**src/rtl/flow_pkg.sv**
```systemverilog
// Shared constants and types for the branch and stack sequencer.
// Assumes a 16-bit address space built from two address bytes.
package flow_pkg;

    localparam int ADDR_W    = 16;
    localparam int BYTE_W    = 8;
    localparam int RST_SHIFT = 3;

    localparam logic [2:0] OP_JMP  = 3'd0;
    localparam logic [2:0] OP_CALL = 3'd1;
    localparam logic [2:0] OP_RET  = 3'd2;
    localparam logic [2:0] OP_RST  = 3'd3;
    localparam logic [2:0] OP_PCHL = 3'd4;

    typedef enum logic [2:0] {
        ST_IDLE    = 3'd0,
        ST_PUSH_HI = 3'd1,
        ST_PUSH_LO = 3'd2,
        ST_POP_LO  = 3'd3,
        ST_POP_HI  = 3'd4,
        ST_FINISH  = 3'd5
    } flow_state_e;

endpackage

```
**src/rtl/flow_cond.sv**
```systemverilog
// Flag test evaluator. The two upper selector bits pick a flag
// (0 zero, 1 carry, 2 parity, 3 sign) and the lowest bit gives the
// value that flag must hold for the test to pass.
// Assumes the flags are stable while the request is sampled.
module flow_cond (
    input  logic [2:0] cond_sel,
    input  logic       flag_s,
    input  logic       flag_z,
    input  logic       flag_p,
    input  logic       flag_cy,
    output logic       cond_ok
);

    logic [3:0] flag_vec;
    logic [7:0] test_vec;

    // Order flags so that the selector's upper bits index them directly.
    assign flag_vec = {flag_s, flag_p, flag_cy, flag_z};

    // One comparator per selector value.
    for (genvar k = 0; k < 8; k++) begin : g_test
        assign test_vec[k] = (flag_vec[k / 2] == ((k % 2) == 1));
    end

    // Pick the requested test.
    assign cond_ok = test_vec[cond_sel];

endmodule

```
**src/rtl/flow_target.sv**
```systemverilog
// Address planner: from the operation, flag test and current PC it
// works out the PC for a single-step finish, the return address to
// save, the destination after a push, and whether stack work is needed.
// Purely combinational; assumes inputs are held while start is sampled.
module flow_target
    import flow_pkg::*;
#(
    parameter int AW = ADDR_W
) (
    input  logic [2:0]    op,
    input  logic          cond_en,
    input  logic          cond_ok,
    input  logic [2:0]    cond_sel,
    input  logic [AW-1:0] pc,
    input  logic [AW-1:0] target,
    input  logic [AW-1:0] hl,
    output logic [AW-1:0] next_pc,
    output logic [AW-1:0] link,
    output logic [AW-1:0] dest,
    output logic          need_push,
    output logic          need_pop
);

    localparam int VEC_W = 3 + RST_SHIFT;

    logic          gate;
    logic          long_op;
    logic [AW-1:0] fall;
    logic [AW-1:0] vec_addr;

    // Condition gate, instruction length and restart vector.
    always_comb begin
        gate     = !cond_en || cond_ok;
        long_op  = (op == OP_JMP) || (op == OP_CALL);
        fall     = pc + (long_op ? AW'(3) : AW'(1));
        vec_addr = {{(AW-VEC_W){1'b0}}, cond_sel, {RST_SHIFT{1'b0}}};
    end

    // Per-operation plan.
    always_comb begin
        next_pc   = pc;
        link      = fall;
        dest      = target;
        need_push = 1'b0;
        need_pop  = 1'b0;
        case (op)
            OP_JMP:  next_pc = gate ? target : fall;
            OP_CALL: begin
                next_pc   = fall;
                need_push = gate;
            end
            OP_RET: begin
                next_pc  = fall;
                need_pop = gate;
            end
            OP_RST: begin
                dest      = vec_addr;
                need_push = 1'b1;
            end
            OP_PCHL: next_pc = hl;
            default: next_pc = pc;
        endcase
    end

endmodule

```
**src/rtl/flow_stack.sv**
```systemverilog
// Byte-wide stack storage: one synchronous write port and one
// combinational read port. Assumes the controller never reads and
// writes the same entry in the same clock.
module flow_stack #(
    parameter int IDX_W = 5,
    parameter int DW    = 8
) (
    input  logic             clk,
    input  logic             we,
    input  logic [IDX_W-1:0] waddr,
    input  logic [DW-1:0]    wdata,
    input  logic [IDX_W-1:0] raddr,
    output logic [DW-1:0]    rdata
);

    localparam int DEPTH = 1 << IDX_W;

    logic [DW-1:0] mem [DEPTH];

    // Store one byte when written.
    always_ff @(posedge clk) begin
        if (we) begin
            mem[waddr] <= wdata;
        end
    end

    // Present the addressed byte.
    assign rdata = mem[raddr];

endmodule

```
**src/rtl/flow_ctl.sv**
```systemverilog
// Branch and stack sequencer top. Holds the PC and SP and runs
// jump, call, return, restart and load-from-HL operations, spending
// one clock per stack byte and then pulsing done for one clock.
// Assumes request inputs are valid in the cycle start is high.
module flow_ctl
    import flow_pkg::*;
#(
    parameter int          STACK_IDX_W = 5,
    parameter logic [15:0] PC_INIT     = 16'h0000,
    parameter logic [15:0] SP_INIT     = 16'h0000
) (
    input  logic        clk,
    input  logic        rst_n,
    input  logic        start,
    input  logic [2:0]  op,
    input  logic        cond_en,
    input  logic [2:0]  cond_sel,
    input  logic        flag_s,
    input  logic        flag_z,
    input  logic        flag_p,
    input  logic        flag_cy,
    input  logic [15:0] target,
    input  logic [15:0] hl,
    output logic [15:0] pc,
    output logic [15:0] sp,
    output logic        done
);

    localparam int AW = ADDR_W;
    localparam int BW = BYTE_W;

    flow_state_e   state_q;
    logic [AW-1:0] pc_q;
    logic [AW-1:0] sp_q;
    logic [AW-1:0] link_q;
    logic [AW-1:0] dest_q;
    logic [AW-1:0] sp_dec;
    logic [AW-1:0] sp_inc;

    logic          cond_ok;
    logic [AW-1:0] next_pc;
    logic [AW-1:0] link;
    logic [AW-1:0] dest;
    logic          need_push;
    logic          need_pop;
    logic          busy;
    logic          accept;

    logic          st_we;
    logic [BW-1:0] st_wdata;
    logic [BW-1:0] st_rdata;

    flow_cond u_cond (
        .cond_sel (cond_sel),
        .flag_s   (flag_s),
        .flag_z   (flag_z),
        .flag_p   (flag_p),
        .flag_cy  (flag_cy),
        .cond_ok  (cond_ok)
    );

    flow_target #(.AW(AW)) u_target (
        .op        (op),
        .cond_en   (cond_en),
        .cond_ok   (cond_ok),
        .cond_sel  (cond_sel),
        .pc        (pc_q),
        .target    (target),
        .hl        (hl),
        .next_pc   (next_pc),
        .link      (link),
        .dest      (dest),
        .need_push (need_push),
        .need_pop  (need_pop)
    );

    // Stack pointer neighbours and request acceptance.
    always_comb begin
        sp_dec = sp_q - AW'(1);
        sp_inc = sp_q + AW'(1);
        busy   = (state_q != ST_IDLE);
        accept = start && !busy;
    end

    // Write strobe and byte for the two push phases.
    always_comb begin
        st_we    = (state_q == ST_PUSH_HI) || (state_q == ST_PUSH_LO);
        st_wdata = (state_q == ST_PUSH_HI) ? link_q[AW-1:BW] : link_q[BW-1:0];
    end

    flow_stack #(.IDX_W(STACK_IDX_W), .DW(BW)) u_stack (
        .clk   (clk),
        .we    (st_we),
        .waddr (sp_dec[STACK_IDX_W-1:0]),
        .wdata (st_wdata),
        .raddr (sp_q[STACK_IDX_W-1:0]),
        .rdata (st_rdata)
    );

    // Sequencer: accept, push or pop byte by byte, then finish.
    always_ff @(posedge clk) begin
        if (!rst_n) begin
            state_q <= ST_IDLE;
            pc_q    <= PC_INIT;
            sp_q    <= SP_INIT;
            link_q  <= '0;
            dest_q  <= '0;
        end else begin
            case (state_q)
                ST_IDLE: begin
                    if (accept) begin
                        if (need_push) begin
                            link_q  <= link;
                            dest_q  <= dest;
                            state_q <= ST_PUSH_HI;
                        end else if (need_pop) begin
                            state_q <= ST_POP_LO;
                        end else begin
                            pc_q    <= next_pc;
                            state_q <= ST_FINISH;
                        end
                    end
                end
                ST_PUSH_HI: begin
                    sp_q    <= sp_dec;
                    state_q <= ST_PUSH_LO;
                end
                ST_PUSH_LO: begin
                    sp_q    <= sp_dec;
                    pc_q    <= dest_q;
                    state_q <= ST_FINISH;
                end
                ST_POP_LO: begin
                    link_q[BW-1:0] <= st_rdata;
                    sp_q           <= sp_inc;
                    state_q        <= ST_POP_HI;
                end
                ST_POP_HI: begin
                    pc_q    <= {st_rdata, link_q[BW-1:0]};
                    sp_q    <= sp_inc;
                    state_q <= ST_FINISH;
                end
                ST_FINISH: state_q <= ST_IDLE;
                default:   state_q <= ST_IDLE;
            endcase
        end
    end

    // Output drive.
    assign pc   = pc_q;
    assign sp   = sp_q;
    assign done = (state_q == ST_FINISH);

endmodule

```
**config.mk**
```make
export PLATFORM = sky130hd
export DESIGN_NAME = flow_ctl
export DESIGN_NICKNAME = d
export VERILOG_FILES = /design/src/rtl/flow_pkg.sv /design/src/rtl/flow_cond.sv /design/src/rtl/flow_target.sv /design/src/rtl/flow_stack.sv /design/src/rtl/flow_ctl.sv
export SDC_FILE = /design/constraint.sdc
export NUM_CORES = 1
export LEC_CHECK = 0
export BUFFER_PORTS_ARGS = -buffer_cell sky130_fd_sc_hd__buf_2
export CAP_MARGIN = 20
export CORE_MARGIN = 2
export CORE_UTILIZATION = 31
export CTS_BUF_LIST = sky130_fd_sc_hd__clkbuf_8
export CTS_CLUSTER_DIAMETER = 30
export DETAILED_ROUTE_END_ITERATION = 16
export GPL_ROUTABILITY_DRIVEN = 0
export GPL_TIMING_DRIVEN = 0
export REMOVE_ABC_BUFFERS = 1
export SETUP_SLACK_MARGIN = 0.3
export SLEW_MARGIN = 20
export SYNTH_ARGS = -nofsm -noshare
export SYNTH_HDL_FRONTEND = slang
export SYNTH_SLANG_ARGS = --single-unit
```
**constraint.sdc**
```tcl
create_clock -name clk -period 3.25 [get_ports clk]
set_input_delay 0 -clock clk [delete_from_list [all_inputs] [get_ports clk]]
set_output_delay 0 -clock clk [all_outputs]
set_load 0.02 [all_outputs]
```
==> key figures, run 1 <==
Timing
  • Worst slew pin tran: between 0.9 and 1 ns
  • Skew final: between 0.02 and 0.025 ns
  • Rel. slew slack: 0.368
  • Worst Setup Slack, final: around 0.32 ns
  • Slew Viols, Final: 0
  • Tcrit/Tclk final: 0.903
  • Minimum clock period: 2.93 ns
  • Final number of setup-violating endpoints: 0
  • Worst-case hold slack: approximately 0.03 ns
  • Final setup TNS: 0 ns
  • Max Clock Freq: 0.341 GHz
  • RSZ-0062 raised after global routing: yes
  • Final Hold Fails: 0

Route
  • Via Count: about 9,500
  • Via-to-Cell Ratio: roughly 5.3
  • DRC: 0
  • Iteration-0 DRC Markers: a little over 1,000
  • Routed Antenna Nets: 0
  • Routed WL: around 37 mm
  • WL per Instance: 20.6 um
  • TritonRoute pass-1 iters: 5

Layout
  • Commonest non-fill, non-tap cell in the layout: edfxtp_1
  • Most frequent cells in the layout: 256 x edfxtp_1, 78 x buf_2, 77 x clkbuf_8
  • Final antenna diode count: 0
  • Layout net count: roughly 1,200
  • Layout cells sized above 1: 0.259
  • Multi-input logic area: ~0.0048 sq mm
  • Layout Utilization: 0.382
  • Sequential cell area: between 0.009 and 0.01 sq mm
  • Post-Layout Cell Count: between 1,500 and 2,000
  • P&R area growth vs syn: 21.7%
  • Fillers: roughly 4,300

Logic synthesis
  • #FFs+latches synth: between 300 and 400
  • EDFF count, synth: approximately 260
  • Post-synthesis simple-gate area fraction: 0.0838
  • Share of flip-flops with an asynchronous set or reset: 0
  • Register area share after synthesis: 0.643
  • Syn Std Cell Area: around 0.014 sq mm
  • Post-synthesis compound-gate area fraction: 0.107
  • Largest family of logic cells by synthesized area: multiplexers
  • Syn_area_per_cell: 14.2 sq um
  • Syn Inst Count: 998
  • Post-Synth Adder-Cell Area: 0.00828
  • Post-Synth XOR/XNOR Area: 0.0173
  • Library cells used by synthesis: 66
  • Mux share of post-synthesis cell area: 0.118
  • Yosys Warn Count: 0
  • Ys flop type: edfxtp_1

Power and ir drop
  • VDD IR max: ~0.44 mV
  • Leak: 5.70 nW
  • Pwr dens: about 740 mW/mm^2

Hold path
  • Worst hold-check path type: in2reg
  • Hold Crit Depth: 4
  • WHS Endpoint: pc[12]
  • Hold Crit Start: hl[12]

Critical path
  • CP Max Fanout: 21
  • CP Cell Sequence: xnor2_1 -> nor2_1 -> nand2_1 -> nor2_1
  • Worst EP required: between 3 and 4 ns
  • Critical path arrival: approximately 3.2 ns
  • Critical R2R Capture: u_stack.mem[9][1]
  • Worst path slowest cell: dfxtp_1
  • Kind of start point of the critical path: flop
  • R2r setup slk: around 0.32 ns
  • Critical Path Max Stage Delay: 0.78 ns
  • Most frequent CP cell: nor2_1
  • Cells on worst reg2reg path: 4
  • Crit Reg-Reg Startpoint: state_q[1]
  • Critical path type: reg2reg
  • Crit. End Element: flop

CTS
  • TritonCTS Buffers: 70
  • H-tree depth: 3
  • Clock transition at path regs: 0.05 ns
  • CTS max path bufs: 3
  • Clock Tree Root: clkbuf_8
  • Clk_lat worst skew: roughly 0.60 ns
  • CTS tree: built
  • Clock sink total: 328

Place
  • Placed cell count: 1,618
  • Hpwl dp: between 20 and 25 mm
  • Number of port buffers: 78
  • Pre-CTS WS: around 0.17 ns

Flow run
  • Max Cap Violations: 0

GRT
  • Largest net degree at the start of global routing: 63
  • Global-route wire length before repair: between 50 and 60 mm
  • Vias in the first global route: 9,543
  • Total grt overflow: 0
  • Initial antenna violation count: 0
  • Total track usage: 0.152

Floorplan
  • Placeable Area: ~0.045 sq mm
  • Die Y: 218 um
  • Rows: 78
  • Die width: 218 um
  • Initial Utilization: 0.314
  • Die Area: 0.0476 sq mm
  • # IOs: 79

Status
  • Outcome: finished, final reports clean
## stage by stage
step / area [sq um] / power (mW)
after floorplan: 13900 / 6.92
after global placement: 15100 / 7.81
after detailed placement: 15200 / 7.81
after CTS: 17200 / 12.9
after global routing: 17300 / 13.3
final: 17300 / 12.8
## critical path, delay by kind of cell (launching register included)
family,cells,cell delay [ns]
AND/OR/NAND/NOR,3,1.52
flip-flops,1,0.78
XOR/XNOR,1,0.26
## Yosys cell counts, drive strengths merged, types with 8 or more instances
cell    count  area share
mux2i      11      0.0078
mux4       64        0.10
a311oi     19       0.012
inv        16      0.0042
mux2       11      0.0087
nor4        9      0.0040
o211ai      8      0.0042
nor2       84       0.022
nand2      38       0.010
a22oi      14      0.0074
a22o       15      0.0092
buf        21      0.0073
dfxtp      72        0.10
clkbuf     44       0.012
edfxtp    256        0.54
a211oi     13      0.0069
o21ai      33       0.012
xnor2      22       0.014
o22ai      30       0.013
a21oi      63       0.022
a32oi       8      0.0049
nand4       8      0.0035
nand3      37       0.013
nor3       13      0.0053
## kinds of logic (layout without fill, tap and decap cells)
family                     count (synthesis)  after routing
DFF                                      328            328
and+or+nand+nor                          240            240
AOI/OAI and AO/OA                        225            225
muxes                                     86             86
buffers and inverters                     82            270
xor gates and xnor gates                  28             28
adders and majority gates                  9              9
## layer usage
layer / track usage / share of wire
met3: 0.0342 / 0.063
met2: 0.253 / 0.49
met1: 0.191 / 0.42
met4: 0.0655 / 0.031
met5: 0 / 0
## cell type report
class | count | share of cell area
sequential | 328 | 0.528
inverter | 17 | 0.00376
clock buffer | 77 | 0.0613
multi-input combinational | 588 | 0.279
clock inverter | 50 | 0.0314
tap | 600 | 0.0434
timing repair buffer | 126 | 0.0527
## state kept, by name, indices dropped and copies added, names as in the netlist, named ones only
name,flops
dest_q,16
pc,16
u_stack.mem,256
state_q,3
sp,16
link_q,16
## report_power, final
part | total (mW) | internal (mW) | switching, mW
Combinational | 2.67 | 1.14 | 1.53
Sequential | 5.12 | 4.78 | 0.346
Clock | 5.00 | 3.09 | 1.91
Total | 12.8 | 9.01 | 3.78
## timing repair
action | CTS | global route
hold endpoints to repair | 37 | 0
hold buffers | 39 | 0
resized for setup | 1 | 19
setup endpoints to repair | 16 | 200
setup buffers | 0 | 2
## how the worst max path moves through the flow
| stage | startpoint | endpoint | slack (ns) | depth (start not counted) |
|---|---|---|---|---|
| after global placement | flop | pc[10] | -3.04 | 6 |
| final | state_q[1] | u_stack.mem[9][1] | 0.32 | 4 |
| after global routing | state_q[1] | u_stack.mem[9][1] | 0.18 | 4 |
| after CTS | sp[3] | u_stack.mem[18][4] | 0.30 | 6 |
| after floorplan | flop | pc[10] | -0.93 | 6 |
| after detailed placement | state_q[1] | pc[5] | 0.17 | 6 |
(Power assumes the default switching activity.)
==> run 2: changes to the inputs <==
--- a/config.mk
+++ b/config.mk
@@ -14,9 +14,11 @@
 export DETAILED_ROUTE_END_ITERATION = 16
 export GPL_ROUTABILITY_DRIVEN = 0
 export GPL_TIMING_DRIVEN = 0
+export RECOVER_POWER = 25
 export REMOVE_ABC_BUFFERS = 1
 export SETUP_SLACK_MARGIN = 0.3
 export SLEW_MARGIN = 20
 export SYNTH_ARGS = -nofsm -noshare
 export SYNTH_HDL_FRONTEND = slang
+export SYNTH_HIERARCHICAL = 1
 export SYNTH_SLANG_ARGS = --single-unit
==> run 2 against run 1 <==
  * First-iteration DRC count decreased by 19%
  * Critical path depth increased by 4
  * Clock skew increased by 0.0086 ns
  * Worst setup slack improved by 0.040 ns
  * Hold slack improved by 0.024 ns
  * Sequential power increased by 0.8%
  * Non-clock buffer count increased by 28
  * Area after synthesis increased by 1.2%
  * Critical endpoint is now u_stack/mem[19][5]
  * Largest cell class unchanged
==> key figures, run 2 <==
Logic synthesis
  • Share of flip-flops with an asynchronous set or reset: 0 (unchanged)
  • Syn Inst Count: 1,009 (+1.1%)
  • EDFF count, synth: 256 (unchanged)
  • Register area share after synthesis: 0.628 (-0.0147)
  • Syn_area_per_cell: 14.3 sq um (+0.12%)
  • Ys flop type: edfxtp_1
  • Post-synth top cells: 256 x edfxtp_1, 115 x nand2_1, 81 x mux4_2, 76 x nor2_1, 67 x dfxtp_1
  • Library cells used by synthesis: 71 (+7.6%)
  • Yosys Warn Count: 6 (+6)
  • #FFs+latches synth: 323 (-1.5%)
  • Post-synth top area share: 0.535 (-0.00654)
  • Count leader, synth: edfxtp_1
  • Syn Std Cell Area: 0.0144 sq mm (+1.2%)
  • Dominant cell type by area after synthesis: edfxtp_1
  • Largest cells by area after synthesis: edfxtp_1 53%, mux4_2 13%, dfxtp_1 9.3%, nand2_1 3.0%, nor2_1 2.0%

CTS
  • Clock Tree Root: clkbuf_8
  • CTS max path bufs: 3 (unchanged)
  • Clock transition at path regs: 0.05 ns (about the same)
  • CTS tree: built
  • Clk_lat worst skew: 0.58 ns (-0.02 ns)
  • H-tree depth: 3 (unchanged)
  • Clock sink total: 323 (-1.5%)
  • TritonCTS Buffers: 72 (+2.9%)

Layout
  • Fillers: 4,175 (-1.8%)
  • Design area: 0.0180 sq mm (+4.1%)
  • Final antenna diode count: 0 (unchanged)
  • Commonest non-fill, non-tap cell in the layout: edfxtp_1
  • P&R area growth vs syn: 25.2%
  • Layout net count: 1,224 (+3.3%)
  • Layout Utilization: 0.395 (+0.0133)
  • Most frequent cells in the layout: 256 x edfxtp_1, 115 x nand2_1, 81 x mux4_2
  • Reg with most FFs: u_stack/mem
  • Max reg flops: 256 (unchanged)
  • Layout cells sized above 1: 0.302 (+0.0432)

Power and ir drop
  • Pwr dens: 746 mW/mm^2 (+0.83%)
  • Int Power: 9.15 mW (+1.6%)
  • Power share of the clock group: 0.348 (-0.043)
  • Sw Ratio: 0.319 (+0.0232)
  • Leak: 5.89 nW (+3.4%)
  • Flop pwr share: 0.384 (-0.016)
  • Switching power: 4.28 mW (+13%)
  • Comb pwr share: 0.268 (+0.059)
  • VDD IR max: 0.375 mV (-14%)

Place
  • Hpwl dp: 23.3 mm (+0.64%)
  • Post-place instance area: 0.0154 sq mm (+1.2%)
  • Number of port buffers: 78 (unchanged)

Hold path
  • Hold Crit Start: op[0]
  • Worst hold-check path type: in2reg

Timing
  • Max Clock Freq: 0.345 GHz (+1.4%)
  • Final setup TNS: 0 ns (unchanged)
  • Slew Viols, Final: 0 (unchanged)
  • Minimum clock period: 2.89 ns (-0.0401 ns)
  • Worst-case hold slack: 0.0542 ns (+0.0238 ns)
  • Worst slew pin tran: 1.43 ns (+0.481 ns)
  • Tcrit/Tclk final: 0.891 (-0.0123)
  • Final Hold Fails: 0 (unchanged)
  • Rel. slew slack: 0.0468 (-0.321)
  • Final number of setup-violating endpoints: 0 (unchanged)
  • Skew final: 0.0310 ns (+0.00857 ns)
  • RSZ-0062 raised after global routing: no

Critical path
  • Critical Path Max Stage Delay: 0.51 ns (-0.27 ns)
  • Delay-heaviest family, CP: simple AND/OR/NAND/NOR gates
  • Crit Reg-Reg Startpoint: sp[0]
  • Kind of start point of the critical path: flop
  • Critical path arrival: 3.16 ns (about the same)
  • Crit path buf inv count: 3 (+3)
  • Critical path type: reg2reg
  • Worst path slowest cell: or3b_4
  • Most frequent CP cell: or3b_4
  • Crit. End Element: flop
  • CP Max Fanout: 28 (+33%)
  • CP Cell Sequence: buf_16 -> clkinvlp_2 -> ha_1 -> or3b_4 -> xnor2_4 -> or3b_4 -> nor2_4 -> buf_12
  • CP Launch Point: sp[0]
  • Worst EP required: 3.52 ns (+0.05 ns)

Floorplan
  • Rows: 78 (unchanged)
  • Die width: 219 um (+0.60%)
  • Die Y: 219 um (+0.60%)
  • Placeable Area: 0.0456 sq mm (+0.65%)
  • # IOs: 79 (unchanged)
  • Die Area: 0.0481 sq mm (+1.2%)
  • Initial Utilization: 0.316 (+0.00180)

Route
  • TritonRoute pass-1 iters: 6 (+1)
  • WL per Instance: 20.4 um (-1.0%)
  • DRC: 0 (unchanged)
  • Iteration-0 DRC Markers: 838 (-19%)
  • Routed WL: 37.2 mm (+1.1%)
  • Via Count: 9,555 (+0.66%)
  • Routed Antenna Nets: 0 (unchanged)
  • Via-to-Cell Ratio: 5.24 (-1.5%)

GRT
  • Total track usage: 0.154 (+0.00158)
  • Total grt overflow: 0 (unchanged)
  • Vias in the first global route: 9,557 (+0.15%)
  • Initial antenna violation count: 0 (unchanged)
  • Largest net degree at the start of global routing: 40 (-37%)
  • Global-route wire length before repair: 56.2 mm (+2.0%)

Status
  • Outcome: finished, final reports clean

Flow run
  • Max Cap Violations: 0 (unchanged)
[run 2: cell families after synthesis]
group                    Yosys count  share of synthesized area
flip-flops                       323                      0.628
AND/OR/NAND/NOR                  297                      0.101
AO/OA/AOI/OAI                    172                     0.0771
multiplexers                     102                      0.143
buffers and inverters             80                     0.0278
XOR/XNOR                          31                     0.0189
adder cells (fa/ha/maj)            4                    0.00400
[run 2: path summary, 6_finish.rpt]
path                              to  slack [ns]  depth (start not counted)
setup / recovery  u_stack/mem[19][5]        0.36                          8
hold / removal            state_q[1]        0.05                          4
setup reg to reg  u_stack/mem[19][5]        0.36                          8
hold reg to reg            link_q[8]        0.45                          2
[run 2: cell type report]
cell class                 count  area, sq um  share of cell area
clock buffer                  76         1050              0.0581
clock inverter                49          459              0.0255
timing repair buffer         154         1350              0.0747
multi-input combinational    606         5300               0.294
sequential                   323         9040               0.502
inverter                      17         65.1             0.00361
tap                          600          751              0.0417
[run 2: worst reg2reg max path, stage by stage, from the launching register on]
cell,delay [ns]
dfxtp_4,0.35
buf_16,0.19
clkinvlp_2,0.22
ha_1,0.27
or3b_4,0.46
xnor2_4,0.29
or3b_4,0.51
nor2_4,0.14
buf_12,0.15
[run 2: routing by layer]
metal  vias to the layer above  global-route usage  routed length, um
met5                         -                   0                  0
met4                         0              0.0568                904
met3                        67              0.0355               2710
met2                       423               0.249              17800
met1                      4799               0.202              15800
li1                       4266                   -                  -
[run 2: power groups by stage]
| stage | clock network (mW) | logic [mW] | registers [mW] |
|---|---|---|---|
| CTS | 4.78 | 3.41 | 5.15 |
| detailed placement | 0 | 3.00 | 5.26 |
| floorplan | 0 | 1.84 | 5.36 |
| global placement | 0 | 2.76 | 5.46 |
| global route | 5.00 | 3.82 | 5.20 |
| finish | 4.67 | 3.61 | 5.16 |
[run 2: stage by stage]
step	setup slack [ns]	instances	power, mW
3_5_place_dp	-0.503	1635	8.26
3_3_place_gp	-4.22	1624	8.22
6_report	0.355	1825	13.4
4_1_cts	0.194	1815	13.3
5_1_grt	0.174	1825	14.0
2_1_floorplan	-2.31	946	7.20
[run 2: what timing repair did]
action	CTS	global route
setup buffers	23	8
endpoints found under the hold margin	38	0
endpoints found under the setup margin	270	218
resized for setup	63	18
hold buffers	32	0
cloned	0	1
pin swaps	17	7
